<file path="src/rtl/usbf_csr_pkg.sv">
package usbf_csr_pkg;

    localparam int MAX_EP       = 16;
    localparam int DATA_W       = 32;
    localparam int CTRL_W       = 9;
    localparam int DADDR_W      = 7;
    localparam int CFG_W        = 4;
    localparam int FRAME_W      = 11;

    // global word offsets (byte addressed, word aligned)
    localparam logic [4:0] OFS_CTRL = 5'h00;
    localparam logic [4:0] OFS_STAT = 5'h04;
    localparam logic [4:0] OFS_DADR = 5'h08;
    localparam logic [4:0] OFS_INTS = 5'h0C;

    // group geometry: one 32-byte group per endpoint, group 0 is global
    localparam int GRP_SHIFT    = 5;

    // config word bit positions
    localparam int CFG_ISO      = 0;
    localparam int CFG_STALL    = 1;
    localparam int CFG_TX_IE    = 2;
    localparam int CFG_RX_IE    = 3;

    // status word positions
    localparam int STAT_LINE_LSB = 11;
    localparam int STAT_RST_BIT  = 13;
    localparam int STAT_SOF_BIT  = 14;

    // combined interrupt word: transmit flags start here
    localparam int INTS_TX_LSB  = 16;

    typedef struct packed {
        logic [CTRL_W-1:0]  ctrl;
        logic [DADDR_W-1:0] dev_addr;
        logic               rst_flag;
        logic               sof_pend;
    } glob_regs_t;

endpackage

</file>
<file path="src/rtl/usbf_csr_decode.sv">
module usbf_csr_decode
    import usbf_csr_pkg::*;
#(
    parameter int NUM_EP = 4,
    parameter int ADDR_W = 12
) (
    input  logic [ADDR_W-1:0] addr,
    output logic              sel_ctrl,
    output logic              sel_stat,
    output logic              sel_dadr,
    output logic              sel_ints,
    output logic [NUM_EP-1:0] sel_cfg
);

    localparam int GRP_W = ADDR_W - GRP_SHIFT;

    logic [GRP_W-1:0] grp;
    logic [4:0]       ofs;

    assign grp = addr[ADDR_W-1:GRP_SHIFT];
    assign ofs = addr[GRP_SHIFT-1:0];

    always_comb begin
        sel_ctrl = 1'b0;
        sel_stat = 1'b0;
        sel_dadr = 1'b0;
        sel_ints = 1'b0;
        sel_cfg  = '0;
        if (grp == '0) begin
            case (ofs)
                OFS_CTRL: sel_ctrl = 1'b1;
                OFS_STAT: sel_stat = 1'b1;
                OFS_DADR: sel_dadr = 1'b1;
                OFS_INTS: sel_ints = 1'b1;
                default:  ;
            endcase
        end else if (ofs == 5'h00) begin
            for (int i = 0; i < NUM_EP; i++) begin
                if (grp == GRP_W'(i + 1)) sel_cfg[i] = 1'b1;
            end
        end
    end

endmodule

</file>
<file path="src/rtl/usbf_ep_bank.sv">
module usbf_ep_bank
    import usbf_csr_pkg::*;
#(
    parameter int NUM_EP = 4
) (
    input  logic                         clk,
    input  logic                         rst_n,
    input  logic [NUM_EP-1:0]            cfg_we,
    input  logic                         ints_we,
    input  logic [DATA_W-1:0]            wdata,
    input  logic [NUM_EP-1:0]            rx_evt,
    input  logic [NUM_EP-1:0]            tx_evt,
    output logic [NUM_EP-1:0][CFG_W-1:0] cfg,
    output logic [NUM_EP-1:0]            rx_pend,
    output logic [NUM_EP-1:0]            tx_pend,
    output logic [NUM_EP-1:0]            rx_ie,
    output logic [NUM_EP-1:0]            tx_ie,
    output logic [NUM_EP-1:0]            stall,
    output logic [NUM_EP-1:0]            iso
);

    typedef struct packed {
        logic [NUM_EP-1:0][CFG_W-1:0] cfg;
        logic [NUM_EP-1:0]            rxp;
        logic [NUM_EP-1:0]            txp;
    } ep_state_t;

    ep_state_t st_d, st_q;

    logic [NUM_EP-1:0] rx_clr, tx_clr;

    always_comb begin
        st_d   = st_q;
        rx_clr = ints_we ? wdata[NUM_EP-1:0]           : '0;
        tx_clr = ints_we ? wdata[INTS_TX_LSB +: NUM_EP] : '0;
        for (int i = 0; i < NUM_EP; i++) begin
            if (cfg_we[i]) st_d.cfg[i] = wdata[CFG_W-1:0];
        end
        // a pulse in the clearing cycle keeps its flag set
        st_d.rxp = (st_q.rxp & ~rx_clr) | rx_evt;
        st_d.txp = (st_q.txp & ~tx_clr) | tx_evt;
    end

    always_ff @(posedge clk) begin
        if (!rst_n) st_q <= '0;
        else        st_q <= st_d;
    end

    assign cfg     = st_q.cfg;
    assign rx_pend = st_q.rxp;
    assign tx_pend = st_q.txp;

    for (genvar g = 0; g < NUM_EP; g++) begin : g_ep
        assign rx_ie[g] = st_q.cfg[g][CFG_RX_IE];
        assign tx_ie[g] = st_q.cfg[g][CFG_TX_IE];
        assign stall[g] = st_q.cfg[g][CFG_STALL];
        assign iso[g]   = st_q.cfg[g][CFG_ISO];
    end

    // a pulse always leaves its flag set after the edge
    a_r8_rx_event_wins: assert property (@(posedge clk) disable iff (!rst_n)
        (|rx_evt) |=> ((rx_pend & $past(rx_evt)) == $past(rx_evt)));

    a_r8_tx_event_wins: assert property (@(posedge clk) disable iff (!rst_n)
        (|tx_evt) |=> ((tx_pend & $past(tx_evt)) == $past(tx_evt)));

    // a clear without a competing pulse empties the flag
    a_r8_tx_clear: assert property (@(posedge clk) disable iff (!rst_n)
        (ints_we && (|(wdata[INTS_TX_LSB +: NUM_EP] & ~tx_evt)))
        |=> ((tx_pend & $past(wdata[INTS_TX_LSB +: NUM_EP] & ~tx_evt)) == '0));

    // config words move only on a decoded write
    a_r6_cfg_hold: assert property (@(posedge clk) disable iff (!rst_n)
        (cfg_we == '0) |=> $stable(cfg));

endmodule

</file>
<file path="src/rtl/usbf_csr_bank.sv">
module usbf_csr_bank
    import usbf_csr_pkg::*;
#(
    parameter int NUM_EP = 4,
    parameter int ADDR_W = 12
) (
    input  logic                clk,
    input  logic                rst_n,
    input  logic [ADDR_W-1:0]   bus_addr,
    input  logic                bus_we,
    input  logic [31:0]         bus_wdata,
    output logic [31:0]         bus_rdata,
    input  logic [NUM_EP-1:0]   rx_ready_evt,
    input  logic [NUM_EP-1:0]   tx_done_evt,
    input  logic                sof_evt,
    input  logic                bus_reset_evt,
    input  logic [1:0]          line_state,
    input  logic [10:0]         frame_num,
    output logic [8:0]          func_ctrl,
    output logic [6:0]          dev_addr,
    output logic [NUM_EP-1:0]   ep_stall,
    output logic [NUM_EP-1:0]   ep_iso,
    output logic                irq
);

    logic                         sel_ctrl, sel_stat, sel_dadr, sel_ints;
    logic [NUM_EP-1:0]            sel_cfg;
    logic [NUM_EP-1:0][CFG_W-1:0] ep_cfg;
    logic [NUM_EP-1:0]            rx_pend, tx_pend, rx_ie, tx_ie;
    logic                         any_sel;

    glob_regs_t g_d, g_q;

    usbf_csr_decode #(.NUM_EP(NUM_EP), .ADDR_W(ADDR_W)) u_dec (
        .addr     (bus_addr),
        .sel_ctrl (sel_ctrl),
        .sel_stat (sel_stat),
        .sel_dadr (sel_dadr),
        .sel_ints (sel_ints),
        .sel_cfg  (sel_cfg)
    );

    usbf_ep_bank #(.NUM_EP(NUM_EP)) u_ep (
        .clk     (clk),
        .rst_n   (rst_n),
        .cfg_we  (sel_cfg & {NUM_EP{bus_we}}),
        .ints_we (bus_we & sel_ints),
        .wdata   (bus_wdata),
        .rx_evt  (rx_ready_evt),
        .tx_evt  (tx_done_evt),
        .cfg     (ep_cfg),
        .rx_pend (rx_pend),
        .tx_pend (tx_pend),
        .rx_ie   (rx_ie),
        .tx_ie   (tx_ie),
        .stall   (ep_stall),
        .iso     (ep_iso)
    );

    // global registers
    always_comb begin
        g_d = g_q;
        if (bus_we && sel_ctrl) g_d.ctrl     = bus_wdata[CTRL_W-1:0];
        if (bus_we && sel_dadr) g_d.dev_addr = bus_wdata[DADDR_W-1:0];
        if (bus_we && sel_stat) begin
            g_d.rst_flag = 1'b0;
            g_d.sof_pend = 1'b0;
        end
        if (bus_reset_evt) g_d.rst_flag = 1'b1;
        if (sof_evt)       g_d.sof_pend = 1'b1;
    end

    always_ff @(posedge clk) begin
        if (!rst_n) g_q <= '0;
        else        g_q <= g_d;
    end

    // read mux
    always_comb begin
        bus_rdata = '0;
        if (sel_ctrl) bus_rdata[CTRL_W-1:0]  = g_q.ctrl;
        if (sel_dadr) bus_rdata[DADDR_W-1:0] = g_q.dev_addr;
        if (sel_stat) begin
            bus_rdata[FRAME_W-1:0]               = frame_num;
            bus_rdata[STAT_LINE_LSB +: 2]        = line_state;
            bus_rdata[STAT_RST_BIT]              = g_q.rst_flag;
            bus_rdata[STAT_SOF_BIT]              = g_q.sof_pend;
        end
        if (sel_ints) begin
            bus_rdata[NUM_EP-1:0]            = rx_pend;
            bus_rdata[INTS_TX_LSB +: NUM_EP] = tx_pend;
        end
        for (int i = 0; i < NUM_EP; i++) begin
            if (sel_cfg[i]) bus_rdata[CFG_W-1:0] = ep_cfg[i];
        end
    end

    assign func_ctrl = g_q.ctrl;
    assign dev_addr  = g_q.dev_addr;
    assign any_sel   = sel_ctrl | sel_stat | sel_dadr | sel_ints | (|sel_cfg);

    assign irq = (|(rx_pend & rx_ie)) | (|(tx_pend & tx_ie)) | (g_q.sof_pend & g_q.ctrl[0]);

    // address register moves only on its own write
    a_r3_addr_hold: assert property (@(posedge clk) disable iff (!rst_n)
        !(bus_we && sel_dadr) |=> $stable(dev_addr));

    // bus reset pulse sets the flag
    a_r4_reset_flag: assert property (@(posedge clk) disable iff (!rst_n)
        bus_reset_evt |=> g_q.rst_flag);

    // a status write without a pulse leaves the sof flag clear
    a_r5_sof_clear: assert property (@(posedge clk) disable iff (!rst_n)
        (bus_we && sel_stat && !sof_evt) |=> !g_q.sof_pend);

    // no pending source, no interrupt
    a_r9_irq_quiet: assert property (@(posedge clk) disable iff (!rst_n)
        (rx_pend == '0 && tx_pend == '0 && !g_q.sof_pend) |-> !irq);

    // unmapped offsets read zero
    a_r10_unmapped_zero: assert property (@(posedge clk) disable iff (!rst_n)
        !any_sel |-> (bus_rdata == '0));

    // at most one target per offset
    a_r10_single_target: assert property (@(posedge clk) disable iff (!rst_n)
        $onehot0({sel_ctrl, sel_stat, sel_dadr, sel_ints, sel_cfg}));

endmodule

</file>
<file path="config.mk">
export PLATFORM = sky130hd
export DESIGN_NAME = usbf_csr_bank
export DESIGN_NICKNAME = d
export VERILOG_FILES = /design/src/rtl/usbf_csr_pkg.sv /design/src/rtl/usbf_csr_decode.sv /design/src/rtl/usbf_ep_bank.sv /design/src/rtl/usbf_csr_bank.sv
export SDC_FILE = /design/constraint.sdc
export NUM_CORES = 1
export LEC_CHECK = 0
export BUFFER_PORTS_ARGS = -buffer_cell sky130_fd_sc_hd__buf_2
export CAP_MARGIN = 5
export CORE_MARGIN = 2
export CORE_UTILIZATION = 46
export CTS_CLUSTER_DIAMETER = 80
export DETAILED_ROUTE_END_ITERATION = 10
export PLACE_DENSITY_LB_ADDON = 0.15
export SLEW_MARGIN = 10
export SYNTH_ARGS = -nofsm -noshare
export SYNTH_HDL_FRONTEND = slang
export SYNTH_SLANG_ARGS = --single-unit
</file>
<file path="constraint.sdc">
create_clock -name clk -period 2.55 [get_ports clk]
set_clock_uncertainty 0.05 [all_clocks]
set_input_delay 0.3825 -clock clk [delete_from_list [all_inputs] [get_ports clk]]
set_output_delay 0.3825 -clock clk [all_outputs]
set_load 0.02 [all_outputs]
</file>
==> impl_metrics.csv, run 1 <==
group,metric,value,unit
final_layout,diodes,0,
clocking,cts.path.max_buffers,2,
setup_path,worstSetupEndpointType,"primary output",
logic_synthesis,synth.avg_cell_area,8.66,sq um
pwr,ir_drop,0.000287,V
clocking,cts-root-buf,"clkbuf_8",
sta,fmax,419,MHz
setup_path,crit_end,"bus_rdata[3]",
clocking,clock_sinks,42,
logic_synthesis,syn-cell-area,0.00254,sq mm
status,outcome,"completed",
global_routing,gr-usage-met2,32.8,%
global_routing,use_met1,27.1,%
placed_design,dpl_cell_area,0.00285,sq mm
final_layout,drive_above_1_share,32.6,%
flow_run,cap_viol_max_count,0,
setup_path,critPathMaxFanout,8,
placed_design,dp.final_hpwl,4.66,mm
global_routing,gr-usage-met3,4.71,%
placed_design,port_buffers,94,
placed_design,place.gp.congestion,0.827,
final_layout,multi_input_area,0.00137,sq mm
setup_path,required,2.12,ns
global_routing,grt_overflow,0,
setup_path,ff2ff_setup_slack,1.79,ns
clocking,cts-resized-gates,0,
sta,slew_violations,0,
die,die_h,78.3,um
setup_path,r2r-start,"u_ep.rx_pend[1]",
setup_path,critPathKind,"in -> out",
route,vias_per_cell,5.19,
clocking,clk_latency,0.30,ns
sta,worst_pin_slew,0.508,ns
die,start_util,46.9,%
pwr,p_per_area,493,mW/mm^2
global_routing,gr-usage-all-layers,20.1,%
logic_synthesis,async_reset_ff_share,0,%
clocking,cts_tree,"done",
die,num_rows,27,
logic_synthesis,ys.flop_type,"dfxtp_1",
die,die_w,78.3,um
clocking,htree_levels,2,
sta,hold_viol_final,0,
setup_path,crit_path_start_kind,"primary input",
logic_synthesis,ys_ff_latch,42,
clocking,post-cts-setup-buffers,0,
logic_synthesis,synth-edff-count,0,
pwr,leakagePower,1.53,nW
global_routing,busiest_layer,"met2",
setup_path,worst-r2r-cell-count,2,
route,drt_wl_total,6.29,mm
route,wl_per_cell,14.6,um
final_layout,fin_util,55.2,%
sta,rsz0062_at_grt,"no",
clocking,clk_pin_slew_worst_paths,0.09,ns
clocking,cts_buffers,5,
sta,max_slew_margin,65.8,%
die,io_pins,127,
die,core_area,0.00541,sq mm
final_layout,final_cell_area,0.00298,sq mm
route,drtPass1Iterations,4,
clocking,hold_buffers,0,
sta,setup_tns,0,ns
logic_synthesis,yosys_warnings,0,
die,die_area,0.00613,sq mm
setup_path,crit_arrival,1.95,ns
sta,fin_crit_sh,93.6,%
logic_synthesis,synth_cell_types,39,
final_layout,ff_latch_area,841,sq um
sta,setup_viol,0,
route,drc,0,
route,vias,2235,
setup_path,timing.critical_path.from,"bus_addr[1]",
global_routing,grt_antenna_before_repair,0,
logic_synthesis,synthCells,293,
final_layout,area_growth,17.6,%
global_routing,grt_pass1_wl,9.74,mm
min_path,hold_path.class,"in -> reg",
final_layout,n_fill_cell,524,
route,ant_nets,0,
logic_synthesis,ys_seq_area_share,33.1,%
setup_path,timing.rr.end,"u_ep.rx_pend[1]",
final_layout,nets,428,
global_routing,grt_max_degree,34,
sta,timing.final.crit_period,2.39,ns
route,drt_iter0_markers,137,
global_routing,grt_pass1_vias,1969,
## metal layers
metal | part of all wire, % | vias up
li1 | - | 1101
met1 | 44 | 1035
met2 | 47 | 92
met3 | 7.8 | 7
met4 | 0.91 | 0
met5 | 0 | -
## cell type report
| type | count | share of cell area, % |
|---|---|---|
| repair buffers | 100 | 17.3 |
| multi-input cells | 201 | 45.9 |
| clock buffers | 5 | 2.31 |
| clock inverters | 3 | 2.31 |
| well taps | 72 | 3.02 |
| flip-flops and latches | 42 | 28.2 |
| inverters | 8 | 1.01 |
## where the power goes
part / switching (mW) / internal (mW)
clock network: 0.247 / 0.392
registers: 0.00865 / 0.667
logic: 0.0922 / 0.0641
total: 0.348 / 1.12
## per-stage QoR
step	total power [mW]	worst slack [ns]	hold WS, ns	cells
CTS	1.48	0.185	0.197	431
global placement	0.844	0.226	0.394	423
finish	1.47	0.163	0.202	431
global route	1.53	0.0308	0.197	431
detailed placement	0.847	0.204	0.410	423
floorplan	0.793	0.147	0.381	305
## worst min path at each step
stage / start / end / slack [ns] / cells after the start
floorplan: g_q[1] / g_q[1] / 0.38 / 2
global placement: g_q[1] / g_q[1] / 0.39 / 2
detailed placement: func_ctrl[5] / func_ctrl[5] / 0.41 / 2
CTS: bus_wdata[19] / u_ep.tx_pend[3] / 0.20 / 2
global route: bus_wdata[19] / u_ep.tx_pend[3] / 0.20 / 2
finish: bus_wdata[19] / u_ep.tx_pend[3] / 0.20 / 2
## layout by cell type, fill, tap and decap left out, drive strengths merged, types with 3 or more instances in the layout
master  count
mux4        4
o22ai       4
buf       100
nand4       3
a21oi       8
nor2        9
inv         8
a31oi       8
nor3        6
a22oi       5
mux2i      37
conb       13
dfxtp      42
and3        6
nand2      28
and2        7
nor2b      24
clkbuf      5
o21ai      16
or4         3
## Yosys cell counts, types with 2 or more instances
cell type	number	share of area, %
nand3_1	2	0.39
dfxtp_1	42	33
nor2b_1	24	5.9
a21oi_1	8	1.6
mux4_2	4	3.6
nor4b_1	2	0.69
nand3b_1	2	0.59
or4_1	2	0.59
a22oi_1	5	1.5
nor3_1	6	1.2
mux2i_1	37	15
buf_4	38	11
o21ai_0	16	3.2
clkbuf_1	14	2.1
o22ai_1	4	0.99
and3_1	6	1.5
a31oi_1	8	2.0
nand2_1	28	4.1
inv_1	8	1.2
nand4_1	3	0.74
and2_1	7	1.7
nor2_1	9	1.3
nand2b_1	2	0.49
## cells by family (layout without fill, tap and decap cells)
family	after synthesis	after routing	synth area share (%)
simple gates	102	102	23.0
buf+inv	62	116	14.9
compound gates	44	44	10.3
mux	42	42	18.6
flops	42	42	33.1
other cells	1	13	0.148
## worst max-delay path: stages
cell	delay [ns]
buf_2	0.12
or4_4	0.53
nor3_1	0.20
buf_4	0.19
o21ai_0	0.10
a22oi_1	0.21
buf_2	0.20
## sequential cells by signal, summed over array words and instances (netlist names)
signal	cells
g_q	2
func_ctrl	9
dev_addr	7
u_ep.tx_pend	4
u_ep.cfg	16
u_ep.rx_pend	4
Power figures use the tool's default switching activity.
==> run 2, diff against run 1 <==
--- a/config.mk
+++ b/config.mk
@@ -7,9 +7,11 @@
 export LEC_CHECK = 0
 export BUFFER_PORTS_ARGS = -buffer_cell sky130_fd_sc_hd__buf_2
 export CAP_MARGIN = 5
-export CORE_MARGIN = 2
-export CORE_UTILIZATION = 46
+export CORE_MARGIN = 8
+export CORE_UTILIZATION = 47
+export CTS_BUF_LIST = sky130_fd_sc_hd__clkbuf_2
 export CTS_CLUSTER_DIAMETER = 80
+export CTS_CLUSTER_SIZE = 25
 export DETAILED_ROUTE_END_ITERATION = 10
 export PLACE_DENSITY_LB_ADDON = 0.15
 export SLEW_MARGIN = 10
==> run 2 against run 1 <==
  * First-iteration DRC count grew 5.1%
  * Setup slack better by 0.051 ns
  * Critical path depth did not move
  * Final cell count is 0.23% lower
  * Sequential share of layout area grew 0.84 points
  * Die area is 31% higher
  * Non-clock buffer count is 1 higher
  * Clock power is 53% lower
  * Via count shrank 2.2%
  * Maximum frequency rose by 2.2%
  * Critical path type unchanged
==> impl_metrics.csv, run 2 (same netlist as run 1, synthesis figures left out) <==
group,metric,value,unit
final_layout,diodes,0,
sta,fin_crit_sh,91.6,%
pwr,p_comb_share,13.7,%
die,die_h,89.5,um
setup_path,crit_path_start_kind,"primary input",
final_layout,area_growth,14.2,%
pwr,ir_drop,0.000236,V
setup_path,critPathKind,"in -> out",
die,die_w,89.5,um
setup_path,crit_arrival,1.90,ns
global_routing,grt_antenna_before_repair,0,
global_routing,use_met1,21.9,%
pwr,p_seq_share,59.8,%
clocking,cts.path.max_buffers,2,
pwr,p_switching,0.334,mW
sta,fmax,428,MHz
die,num_rows,26,
final_layout,largest_reg_flops,16,
pwr,p_per_area,392,mW/mm^2
clocking,cts_buffers,5,
route,ant_nets,0,
route,vias_per_cell,5.08,
die,die_area,0.00801,sq mm
global_routing,grt_pass1_wl,10.4,mm
clocking,clock_sinks,42,
clocking,cts_tree,"done",
pwr,p_int,0.802,mW
placed_design,port_buffers,94,
setup_path,critPathMaxFanout,8,
clocking,cts-root-buf,"clkbuf_2",
sta,timing.hold.ws,0.0426,ns
setup_path,required,2.12,ns
final_layout,nets,429,
global_routing,grt_pass1_vias,2104,
sta,max_slew_margin,47.4,%
placed_design,place.gp.congestion,0.843,
placed_design,dp.final_hpwl,5.12,mm
final_layout,final_common_cell,"buf_2",
global_routing,grt_overflow,0,
clocking,clk_pin_slew_worst_paths,0.24,ns
pwr,leakagePower,1.49,nW
final_layout,fin_cells,430,
route,drt_wl_total,6.70,mm
sta,rsz0062_at_grt,"no",
route,drtPass1Iterations,5,
placed_design,dp.cells,422,
global_routing,busiest_layer,"met2",
status,outcome,"completed",
sta,worst_pin_slew,0.788,ns
sta,layout_setup_ws,0.213,ns
sta,hold_viol_final,0,
die,io_pins,127,
pwr,swShare,29.4,%
sta,setup_tns,0,ns
global_routing,gr-usage-met3,4.60,%
placed_design,post-place-ws,0.236,ns
clocking,post-cts-setup-buffers,0,
clocking,clk_latency,0.43,ns
clocking,cts-resized-gates,0,
sta,timing.final.crit_period,2.34,ns
sta,setup_viol,0,
global_routing,gr-usage-all-layers,16.9,%
sta,slew_violations,0,
flow_run,cap_viol_max_count,0,
die,core_area,0.00517,sq mm
route,drc,0,
final_layout,n_fill_cell,517,
clocking,htree_levels,2,
route,drt_iter0_markers,144,
final_layout,drive_above_1_share,32.8,%
min_path,hold_path.class,"in -> reg",
route,vias,2186,
final_layout,layout_common_cells,"buf_2 (94), dfxtp_1 (42), mux2i_1 (37), nand2_1 (28), nor2b_1 (24)",
global_routing,grt_max_degree,54,
route,wl_per_cell,15.6,um
pwr,clkPwrFrac,26.5,%
clocking,hold_buffers,0,
global_routing,gr-usage-met2,26.7,%
die,start_util,49.1,%
setup_path,worstSetupEndpointType,"primary output",
run 2: through the flow:
stage / power, mW / util [%] / area [sq um]
after floorplan: 0.793 / - / 2580
after global placement: 0.843 / 55.1 / 2850
after detailed placement: 0.846 / 55.1 / 2850
after CTS: 1.14 / 56.0 / 2900
after global routing: 1.19 / 56.0 / 2900
final: 1.14 / 56.0 / 2900
run 2: worst max-delay path, stage by stage:
cell and delay (ns):
buf_2 0.12, or4_4 0.53, nor3_1 0.18, buf_4 0.18, o21ai_0 0.10, a22oi_1 0.20
buf_2 0.20
run 2: cell type report:
class / count / area [sq um] / share of cell area [%]
Multi-Input combinational cell: 201 / 1370 / 47.3
Sequential cell: 42 / 841 / 29.0
Timing Repair Buffer: 101 / 523 / 18.0
Tap cell: 70 / 87.6 / 3.02
Inverter: 8 / 30.0 / 1.04
Clock buffer: 5 / 25.0 / 0.864
Clock inverter: 3 / 21.3 / 0.734
run 2: layer usage:
| layer | part of all wire (%) | wire length [um] |
|---|---|---|
| met3 | 9.4 | 630 |
| met2 | 43 | 2910 |
| met4 | 0.97 | 65 |
| met5 | 0 | 0 |
| met1 | 46 | 3100 |
run 2: path summary, 6_finish.rpt:
check | startpoint | endpoint | slack, ns | depth (start not counted)
hold reg to reg | g_q[1] | g_q[1] | 0.42 | 2
hold / removal | bus_wdata[19] | u_ep.tx_pend[3] | 0.04 | 2
setup / recovery | bus_addr[1] | bus_rdata[3] | 0.21 | 7
setup reg to reg | u_ep.rx_pend[2] | u_ep.rx_pend[2] | 1.75 | 2
run 2: power by group through the flow:
stage | Combinational [mW] | Sequential (mW) | Clock [mW]
2_1_floorplan | 0.105 | 0.688 | 0
3_3_place_gp | 0.152 | 0.692 | 0
3_5_place_dp | 0.154 | 0.691 | 0
4_1_cts | 0.155 | 0.679 | 0.310
5_1_grt | 0.172 | 0.681 | 0.338
6_report | 0.155 | 0.679 | 0.301
==> run 3, diff against run 2 <==
--- a/config.mk
+++ b/config.mk
@@ -8,8 +8,7 @@
 export BUFFER_PORTS_ARGS = -buffer_cell sky130_fd_sc_hd__buf_2
 export CAP_MARGIN = 5
 export CORE_MARGIN = 8
-export CORE_UTILIZATION = 47
-export CTS_BUF_LIST = sky130_fd_sc_hd__clkbuf_2
+export CORE_UTILIZATION = 46
 export CTS_CLUSTER_DIAMETER = 80
 export CTS_CLUSTER_SIZE = 25
 export DETAILED_ROUTE_END_ITERATION = 10
==> run 3 against run 2 <==
  * Utilization down 1.5 points
  * Flip-flop and latch count unchanged
  * Sequential share of layout area down 0.50 points
  * Worst hold slack better by 0.17 ns
  * Sequential power about the same
  * Clock power up 50%
  * Non-clock buffer count unchanged
  * Setup slack worse by 0.032 ns
  * Final cell count up 0.47%
  * Register-to-register slack better by 0.03 ns
  * Critical path type unchanged
  * Largest cell class unchanged
  * Largest power group unchanged
==> impl_metrics.csv, run 3 (same netlist as run 1, synthesis figures left out) <==
group,metric,value,unit
clocking,clk_pin_slew_worst_paths,0.08,ns
sta,fin_crit_sh,92.9,%
setup_path,cp_num_buf_inv,3,
setup_path,critPathMaxFanout,8,
final_layout,fin_cells,432,
sta,timing.hold.ws,0.214,ns
final_layout,layout_common_cells,"buf_2 (94), dfxtp_1 (42), mux2i_1 (37), nand2_1 (28), nor2b_1 (24)",
pwr,leakagePower,1.51,nW
pwr,p_int,0.949,mW
final_layout,nets,429,
setup_path,required,2.12,ns
final_layout,diodes,0,
setup_path,cp_slowest_cell,"or4_4",
final_layout,multi_input_area,0.00137,sq mm
die,die_w,90.3,um
global_routing,grt_pass1_vias,2307,
die,io_pins,127,
global_routing,grt_pass1_wl,11.2,mm
route,drt_iter0_markers,140,
global_routing,grt_overflow,0,
sta,setup_tns,0,ns
final_layout,final_common_cell,"buf_2",
die,die_h,90.3,um
clocking,post-cts-setup-buffers,0,
global_routing,grt_max_degree,54,
die,core_area,0.00541,sq mm
min_path,hold_path.class,"in -> reg",
final_layout,ff_latch_area,841,sq um
final_layout,area_growth,16.2,%
die,start_util,46.9,%
clocking,cts.path.max_buffers,2,
global_routing,gr-usage-all-layers,16.5,%
clocking,clk_latency,0.29,ns
status,outcome,"completed",
clocking,clock_sinks,42,
setup_path,critPathTopFamily,"simple AND/OR/NAND/NOR gates",
route,wl_per_cell,15.7,um
placed_design,place.gp.congestion,0.826,
route,ant_nets,0,
pwr,p_comb_share,12.1,%
route,drc,0,
sta,setup_viol,0,
setup_path,slowest_delay,0.54,ns
final_layout,largest_reg_flops,16,
sta,rsz0062_at_grt,"no",
route,drtPass1Iterations,4,
placed_design,dp.final_hpwl,5.24,mm
setup_path,critPathKind,"in -> out",
sta,hold_viol_final,0,
final_layout,drive_above_1_share,32.8,%
placed_design,port_buffers,94,
setup_path,crit_arrival,1.94,ns
die,num_rows,27,
clocking,cts_buffers,5,
setup_path,worstSetupEndpointType,"primary output",
setup_path,cpMostUsedCell,"buf_2",
clocking,cts-root-buf,"clkbuf_8",
sta,fmax,422,MHz
clocking,cts_tree,"done",
clocking,cts-resized-gates,0,
setup_path,crit_path_start_kind,"primary input",
final_layout,n_fill_cell,532,
route,vias_per_cell,5.14,
setup_path,critical_path.cell_chain,"buf_2 -> or4_4 -> nor3_1 -> buf_4 -> o21ai_0 -> a22oi_1 -> buf_2",
flow_run,cap_viol_max_count,0,
pwr,p_seq_share,52.7,%
sta,slew_violations,0,
sta,timing.final.crit_period,2.37,ns
pwr,clkPwrFrac,35.2,%
pwr,p_switching,0.332,mW
clocking,hold_buffers,0,
route,drt_wl_total,6.77,mm
die,die_area,0.00815,sq mm
global_routing,grt_antenna_before_repair,0,
pwr,p_per_area,435,mW/mm^2
placed_design,dp.cells,424,
pwr,ir_drop,0.000263,V
clocking,htree_levels,2,
route,vias,2219,
sta,worst_pin_slew,0.806,ns
pwr,swShare,25.9,%
sta,max_slew_margin,46.3,%
[run 3: cell types whose count changed in the layout (fill, tap and decap cells not counted)]
cell and delta:
clkbuf_2 -5, clkinv_4 -1, clkbuf_8 +6
[run 3: worst reg2reg max path, stage by stage, from the launching register on]
cell,delay [ns]
dfxtp_1,0.37
o21ai_0,0.11
a31oi_1,0.18
[run 3: path summary, 6_finish.rpt]
| kind | startpoint | end | slack, ns | depth (start not counted) |
|---|---|---|---|---|
| hold reg to reg | g_q[1] | g_q[1] | 0.42 | 2 |
| setup reg to reg | u_ep.rx_pend[1] | u_ep.rx_pend[1] | 1.78 | 2 |
| setup / recovery | bus_addr[1] | bus_rdata[3] | 0.18 | 7 |
| hold / removal | bus_wdata[19] | u_ep.tx_pend[3] | 0.21 | 2 |
[run 3: area by class of cell]
| class | instances | area share, % |
|---|---|---|
| clock inverter | 2 | 0.424 |
| inverter | 8 | 1.02 |
| tap | 72 | 3.05 |
| clock buffer | 6 | 2.80 |
| sequential | 42 | 28.5 |
| timing repair buffer | 101 | 17.7 |
| multi-input combinational | 201 | 46.5 |
[run 3: metrics by stage]
| step | area (sq um) | utilization [%] | power [mW] | worst slack, ns |
|---|---|---|---|---|
| floorplan | 2580 | - | 0.793 | 0.147 |
| global placement | 2850 | 52.8 | 0.844 | 0.220 |
| detailed placement | 2850 | 52.8 | 0.846 | 0.189 |
| CTS | 2950 | 54.6 | 1.29 | 0.175 |
| global route | 2950 | 54.6 | 1.34 | 0.0264 |
| finish | 2950 | 54.6 | 1.28 | 0.181 |
[run 3: power groups by stage]
stage | logic (mW) | registers, mW | clock network [mW]
4_1_cts | 0.155 | 0.676 | 0.463
5_1_grt | 0.174 | 0.678 | 0.490
2_1_floorplan | 0.105 | 0.688 | 0
3_5_place_dp | 0.155 | 0.691 | 0
6_report | 0.155 | 0.676 | 0.451
3_3_place_gp | 0.153 | 0.691 | 0
[run 3: per-layer routing]
| metal | global-route usage (%) | up-vias | routed length [um] |
|---|---|---|---|
| met5 | 0 | - | 0 |
| met4 | 4.16 | 0 | 62 |
| met3 | 6.23 | 5 | 544 |
| met2 | 27.0 | 84 | 3090 |
| met1 | 19.7 | 1029 | 3070 |
| li1 | - | 1101 | - |
